--- src/rtl/gpio_bank_pkg.sv ---
package gpio_bank_pkg;
    localparam int OFF_VALUE   = 'h00;
    localparam int OFF_DIR     = 'h04;
    localparam int OFF_LATCHRB = 'h08;
    localparam int OFF_IRQ     = 'h10;
    localparam int OFF_EN      = OFF_IRQ + 'h00;
    localparam int OFF_TLEVEL  = OFF_IRQ + 'h04;
    localparam int OFF_THIGH   = OFF_IRQ + 'h08;
    localparam int OFF_TBOTH   = OFF_IRQ + 'h0C;
    localparam int OFF_STATUS  = OFF_IRQ + 'h10;

    typedef enum logic [3:0] {
        SEL_NONE,
        SEL_VALUE,
        SEL_DIR,
        SEL_LATCHRB,
        SEL_EN,
        SEL_TLEVEL,
        SEL_THIGH,
        SEL_TBOTH,
        SEL_STATUS
    } reg_sel_e;
endpackage

--- src/rtl/gpio_reg_decode.sv ---
module gpio_reg_decode
    import gpio_bank_pkg::*;
#(
    parameter int ADDR_W = 6
) (
    input  logic [ADDR_W-1:0] addr_i,
    output reg_sel_e          sel_o
);
    always_comb begin
        case (addr_i)
            ADDR_W'(OFF_VALUE):   sel_o = SEL_VALUE;
            ADDR_W'(OFF_DIR):     sel_o = SEL_DIR;
            ADDR_W'(OFF_LATCHRB): sel_o = SEL_LATCHRB;
            ADDR_W'(OFF_EN):      sel_o = SEL_EN;
            ADDR_W'(OFF_TLEVEL):  sel_o = SEL_TLEVEL;
            ADDR_W'(OFF_THIGH):   sel_o = SEL_THIGH;
            ADDR_W'(OFF_TBOTH):   sel_o = SEL_TBOTH;
            ADDR_W'(OFF_STATUS):  sel_o = SEL_STATUS;
            default:              sel_o = SEL_NONE;
        endcase
    end
endmodule

--- src/rtl/gpio_pin_sync.sv ---
module gpio_pin_sync #(
    parameter int N      = 32,
    parameter int STAGES = 2
) (
    input  logic         clk,
    input  logic         rst_n,
    input  logic [N-1:0] async_i,
    output logic [N-1:0] sync_o
);
    logic [STAGES-1:0][N-1:0] chain_d, chain_q;

    generate
        if (STAGES == 1) begin : g_single
            always_comb chain_d = async_i;
        end else begin : g_multi
            always_comb chain_d = {chain_q[STAGES-2:0], async_i};
        end
    endgenerate

    always_ff @(posedge clk or negedge rst_n) begin
        if (!rst_n) chain_q <= '0;
        else        chain_q <= chain_d;
    end

    assign sync_o = chain_q[STAGES-1];
endmodule

--- src/rtl/gpio_event_detect.sv ---
module gpio_event_detect #(
    parameter int N = 32
) (
    input  logic         clk,
    input  logic         rst_n,
    input  logic [N-1:0] level_i,
    input  logic [N-1:0] sel_level_i,
    input  logic [N-1:0] sel_high_i,
    input  logic [N-1:0] sel_both_i,
    output logic [N-1:0] edge_evt_o,
    output logic [N-1:0] level_evt_o
);
    logic [N-1:0] prev_d, prev_q;

    always_comb prev_d = level_i;

    always_ff @(posedge clk or negedge rst_n) begin
        if (!rst_n) prev_q <= '0;
        else        prev_q <= prev_d;
    end

    for (genvar i = 0; i < N; i++) begin : g_pin
        logic rise, fall;
        always_comb begin
            rise = level_i[i] & ~prev_q[i];
            fall = ~level_i[i] & prev_q[i];
            if (sel_level_i[i]) begin
                edge_evt_o[i]  = 1'b0;
                level_evt_o[i] = sel_high_i[i] ? level_i[i] : ~level_i[i];
            end else begin
                level_evt_o[i] = 1'b0;
                if (sel_both_i[i]) edge_evt_o[i] = rise | fall;
                else               edge_evt_o[i] = sel_high_i[i] ? rise : fall;
            end
        end
    end
endmodule

--- src/rtl/gpio_bank.sv ---
module gpio_bank
    import gpio_bank_pkg::*;
#(
    parameter int NPINS       = 32,
    parameter int ADDR_W      = 6,
    parameter int SYNC_STAGES = 2
) (
    input  logic              clk,
    input  logic              rst_n,
    input  logic [ADDR_W-1:0] bus_addr,
    input  logic              bus_wr,
    input  logic [NPINS-1:0]  bus_wdata,
    output logic [NPINS-1:0]  bus_rdata,
    input  logic [NPINS-1:0]  pin_in,
    output logic [NPINS-1:0]  pin_out,
    output logic [NPINS-1:0]  pin_oe,
    output logic              irq
);
    typedef struct packed {
        logic [NPINS-1:0] latch;
        logic [NPINS-1:0] dir;
        logic [NPINS-1:0] en;
        logic [NPINS-1:0] t_level;
        logic [NPINS-1:0] t_high;
        logic [NPINS-1:0] t_both;
        logic [NPINS-1:0] status;
    } bank_state_t;

    bank_state_t      st_d, st_q;
    reg_sel_e         sel;
    logic [NPINS-1:0] pin_sync;
    logic [NPINS-1:0] edge_evt, level_evt;
    logic [NPINS-1:0] ack_mask;

    gpio_reg_decode #(.ADDR_W(ADDR_W)) i_decode (
        .addr_i (bus_addr),
        .sel_o  (sel)
    );

    gpio_pin_sync #(.N(NPINS), .STAGES(SYNC_STAGES)) i_sync (
        .clk     (clk),
        .rst_n   (rst_n),
        .async_i (pin_in),
        .sync_o  (pin_sync)
    );

    gpio_event_detect #(.N(NPINS)) i_detect (
        .clk         (clk),
        .rst_n       (rst_n),
        .level_i     (pin_sync),
        .sel_level_i (st_q.t_level),
        .sel_high_i  (st_q.t_high),
        .sel_both_i  (st_q.t_both),
        .edge_evt_o  (edge_evt),
        .level_evt_o (level_evt)
    );

    always_comb ack_mask = (bus_wr && sel == SEL_STATUS) ? bus_wdata : '0;

    always_comb begin
        st_d = st_q;
        if (bus_wr) begin
            case (sel)
                SEL_VALUE:  st_d.latch   = bus_wdata;
                SEL_DIR:    st_d.dir     = bus_wdata;
                SEL_EN:     st_d.en      = bus_wdata;
                SEL_TLEVEL: st_d.t_level = bus_wdata;
                SEL_THIGH:  st_d.t_high  = bus_wdata;
                SEL_TBOTH:  st_d.t_both  = bus_wdata;
                default:    ;
            endcase
        end
        // edges win over a same-cycle clear; levels are re-sampled a cycle later
        st_d.status = (st_q.status & ~ack_mask) | edge_evt | (level_evt & ~ack_mask);
    end

    always_ff @(posedge clk or negedge rst_n) begin
        if (!rst_n) st_q <= '0;
        else        st_q <= st_d;
    end

    always_comb begin
        case (sel)
            SEL_VALUE:   bus_rdata = pin_sync;
            SEL_DIR:     bus_rdata = st_q.dir;
            SEL_LATCHRB: bus_rdata = st_q.latch;
            SEL_EN:      bus_rdata = st_q.en;
            SEL_TLEVEL:  bus_rdata = st_q.t_level;
            SEL_THIGH:   bus_rdata = st_q.t_high;
            SEL_TBOTH:   bus_rdata = st_q.t_both;
            SEL_STATUS:  bus_rdata = st_q.status;
            default:     bus_rdata = '0;
        endcase
    end

    assign pin_out = st_q.latch;
    assign pin_oe  = st_q.dir;
    assign irq     = |(st_q.status & st_q.en);


    rb_write_ignored_chk: assert property (@(posedge clk) disable iff (!rst_n)
        (bus_wr && bus_addr == ADDR_W'(OFF_LATCHRB)) |=> $stable(pin_out));


    oe_hold_chk: assert property (@(posedge clk) disable iff (!rst_n)
        !(bus_wr && bus_addr == ADDR_W'(OFF_DIR)) |=> $stable(pin_oe));


    irq_gated_chk: assert property (@(posedge clk) disable iff (!rst_n)
        (st_q.en == '0) |-> !irq);

    for (genvar i = 0; i < NPINS; i++) begin : g_ack_chk

        ack_clears_chk: assert property (@(posedge clk) disable iff (!rst_n)
            (ack_mask[i] && !edge_evt[i]) |=> !st_q.status[i]);
    end
endmodule

--- config.mk ---
export PLATFORM = sky130hd
export DESIGN_NAME = gpio_bank
export DESIGN_NICKNAME = d
export VERILOG_FILES = /design/src/rtl/gpio_bank_pkg.sv /design/src/rtl/gpio_reg_decode.sv /design/src/rtl/gpio_pin_sync.sv /design/src/rtl/gpio_event_detect.sv /design/src/rtl/gpio_bank.sv
export SDC_FILE = /design/constraint.sdc
export NUM_CORES = 1
export LEC_CHECK = 0
export BUFFER_PORTS_ARGS = -buffer_cell sky130_fd_sc_hd__buf_4
export CAP_MARGIN = 20
export CORE_MARGIN = 5
export CORE_UTILIZATION = 64
export DETAILED_ROUTE_END_ITERATION = 8
export HOLD_SLACK_MARGIN = 0.03
export PLACE_DENSITY = 0.86
export SYNTH_ARGS = -nofsm -noshare
export SYNTH_HDL_FRONTEND = slang
export SYNTH_SLANG_ARGS = --single-unit
export TNS_END_PERCENT = 1
--- constraint.sdc ---
create_clock -name clk -period 2.86 [get_ports clk]
set_input_delay 0.429 -clock clk [delete_from_list [all_inputs] [get_ports clk]]
set_output_delay 0.429 -clock clk [all_outputs]
set_load 0.05 [all_outputs]
==> summary.md <==
| Metric | Value |
|---|---|
| Worst slew margin | `53.4%` |
| Worst Path Max Fanout | `3` |
| DRC Markers | `0` |
| Synthesis warning total | `0` |
| RSZ-0062 raised after global routing | `no` |
| CTS buffer count | `35` |
| Post-Synthesis Cells | `about 1400` |
| Congestion Overflow GR | `0` |
| Hold slack | `0.0524 ns` |
| Antenna diodes | `0` |
| Reg2Reg Setup Slack | `1.45 ns` |
| Cell taking the most area after synthesis | `dfrtp_1` |
| Post-synthesis sequential area ratio | `49.1%` |
| Core area | `25200 µm²` |
| VDD IR-drop max | `approximately 490 µV` |
| Crit path DAT | `2.32 ns` |
| Resize count post-CTS | `0` |
| Hold Startpoint | `pin_in[17]` |
| WL/cell | `22.6 µm` |
| Startpoint types | `flip-flop` |
| Total Routing Usage GR | `29.8%` |
| CP Class | `reg2out` |
| Critical Path RT | `2.43 ns` |
| Hold Violations, Final | `0` |
| Buf+Inv Stages, Crit Path | `1` |
| Remaining antenna violation count | `0` |
| Mapped Avg Cell Area | `11.7 µm²` |
| Crit path max-delay family | `simple AND/OR/NAND/NOR gates` |
| First-pass GRT wire length | `68100 µm` |
| Clk_skew | `0.00735 ns` |
| Most frequent cell after synthesis | `dfrtp_1` |
| Top_reg_cell synth | `dfrtp_1` |
| Post-route minimum period | `2.75 ns` |
| Max-slew violation count | `0` |
| Worst R2R Path Depth | `5` |
| DP HPWL | `27000 µm` |
| Cell area after placement | `17600 µm²` |
| Fin crit share | `96.1%` |
| Die Y | `170 µm` |
| Layout area overhead | `17.2%` |
| Clk slew on worst S/H paths | `0.06 ns` |
| Iter 0 DRT Violations | `889` |
| Worst hold path type | `in2reg` |
| RR Endpoint | `st_q[11]$_DFF_PN0_` |
| Utilization after layout | `76.0%` |
| Synth Net Count | `1529` |
| H-tree lvl count | `2` |
| Critical path depth in cells | `4` |
| Initial Util | `64.8%` |
| Fraction of layout cells with a size suffix above 1 | `36.0%` |
| Sink Count | `320` |
| Gpl congestion | `between 0.8 and 0.9` |
| Skew-Pair Late Insertion Delay | `0.51 ns` |
| #FFs+latches synth | `320` |
| Final design area excluding fillers | `around 19000 µm²` |
| CP Cell Sequence | `a22oi_1, nand4_1, or4_1, buf_4` |
| Worst-margin pin slew | `0.700 ns` |
| CP endpoint kind | `primary output` |
| Leakage | `9.40 nW` |
| Initial antenna violation count | `0` |
| Via Count | `11700` |
| Reg2reg start | `i_sync.sync_o[11]$_DFF_PN0_` |
| Synth Cell Area | `16300 µm²` |
| Site Rows | `between 50 and 60` |
| Root Driver | `clkbuf_16` |
| Final nets | `1666` |
| Pwr dens | `about 630 nW/µm²` |
| Status | `finished, final reports clean` |
| Max incr delay on CP | `roughly 0.57 ns` |
| Synth cell count leaders | `dfrtp_1, mux2_2, nand3_1` |
| Die area | `28800 µm²` |
| Worst path slowest cell | `or4_1` |
| CTS tree | `yes` |
| Netlist cell types | `27` |
| Max cap viols | `0` |
| Synth async-reset ratio | `100%` |
| Setup tns final | `0 ns` |
| Max Clk Rate | `364 MHz` |
| PortBufs | `roughly 170` |
| Largest net degree at the start of global routing | `86` |
| Post-synth EDFFs | `0` |
| DRT Wirelength | `42500 µm` |
| Number of global-route vias before repair | `12000` |
| Synth top area cells | `dfrtp_1, mux2_2, ha_1` |
| Top-area cell type share of the netlist area | `49.1%` |
| Die W | `170 µm` |
| Total power draw | `12.1 mW` |
| Hold path endpoint | `i_sync.chain_d[49]$_DFF_PN0_` |
| Vias per cell | `6.23` |
| TritonRoute pass-1 iters | `5` |
| Clock tree buffer depth | `3` |
| Hold Path Cell Cnt | `1` |
| Total I/O pin count | `170` |
| Fill cell count | `1514` |
| Final setup fails | `0` |
==> sequential cells by signal, summed over array words and instances (netlist names) <==
name	flops
pin_oe	32
pin_out	32
i_sync.sync_o	32
i_sync.chain_d	32
st_q	160
i_detect.prev_q	32
==> cell type report <==
type	instances	area, µm²	area share [%]
Sequential cell	320	8010	41.8
Multi-Input combinational cell	835	7190	37.6
Timing Repair Buffer	241	2000	10.4
Clock buffer	49	1030	5.39
Tap cell	330	413	2.16
Inverter	96	360	1.88
Clock inverter	11	138	0.719
==> worst max-delay path by stage <==
| stage | startpoint | endpoint | slack, ns |
|---|---|---|---|
| 6_report | st_q[30]$_DFF_PN0_ | irq | 0.11 |
| 5_1_grt | st_q[159]$_DFFE_PN0P_ | irq | 0.05 |
| 4_1_cts | st_q[159]$_DFFE_PN0P_ | irq | 0.11 |
| 3_5_place_dp | bus_addr[3] | bus_rdata[9] | 0.35 |
| 3_3_place_gp | bus_addr[3] | bus_rdata[2] | 0.37 |
| 2_1_floorplan | bus_addr[3] | bus_rdata[25] | 0.35 |
==> cell usage in the layout, fill, tap and decap left out, types with 37 or more instances in the layout <==
cell type and instances:
and3b_1 64, buf_4 200, clkbuf_16 37, dfrtp_1 320
ha_1 64, inv_1 96, mux2_2 287, nand3_1 96
nand4_1 38, o21ai_0 64
==> kinds of logic after synthesis <==
| group | Yosys count | share of synthesized area (%) |
|---|---|---|
| AND/OR/NAND/NOR | 275 | 10.2 |
| adder cells (fa/ha/maj) | 64 | 4.91 |
| buffers and inverters | 237 | 7.14 |
| AO/OA/AOI/OAI | 144 | 4.91 |
| multiplexers | 320 | 22.1 |
| XOR/XNOR | 32 | 1.72 |
| flip-flops | 320 | 49.1 |
==> worst reg2reg max path, stage by stage (launching register included) <==
cell and delay (ns):
dfrtp_1 0.48, inv_1 0.09, ha_1 0.18, mux2_2 0.27, o21ai_0 0.16, o22ai_1 0.11
==> routing by layer <==
layer | vias up | GRT usage, % | wire [µm] | part of all wire [%]
met5 | - | 0 | 0 | 0
li1 | 5155 | - | - | -
met3 | 117 | 5.05 | 3650 | 8.6
met4 | 0 | 11.7 | 1540 | 3.6
met1 | 5894 | 40.6 | 17000 | 40
met2 | 561 | 48.1 | 20300 | 48
==> what timing repair did <==
item,CTS,global route
buffers inserted,0,0
hold buffers,32,0
endpoints found under the hold margin,109,0
==> per-stage QoR <==
stage	worst slack [ns]	cells
after floorplan	0.350	1392
after global placement	0.373	1790
after detailed placement	0.348	1790
after CTS	0.108	1882
after global routing	0.0548	1882
final	0.111	1882
==> where the power goes <==
part	internal, mW	switching [mW]
sequential	4.97	0.437
clock	2.79	1.79
combinational	0.931	1.19
No activity file was read; power rests on OpenSTA's default activity.
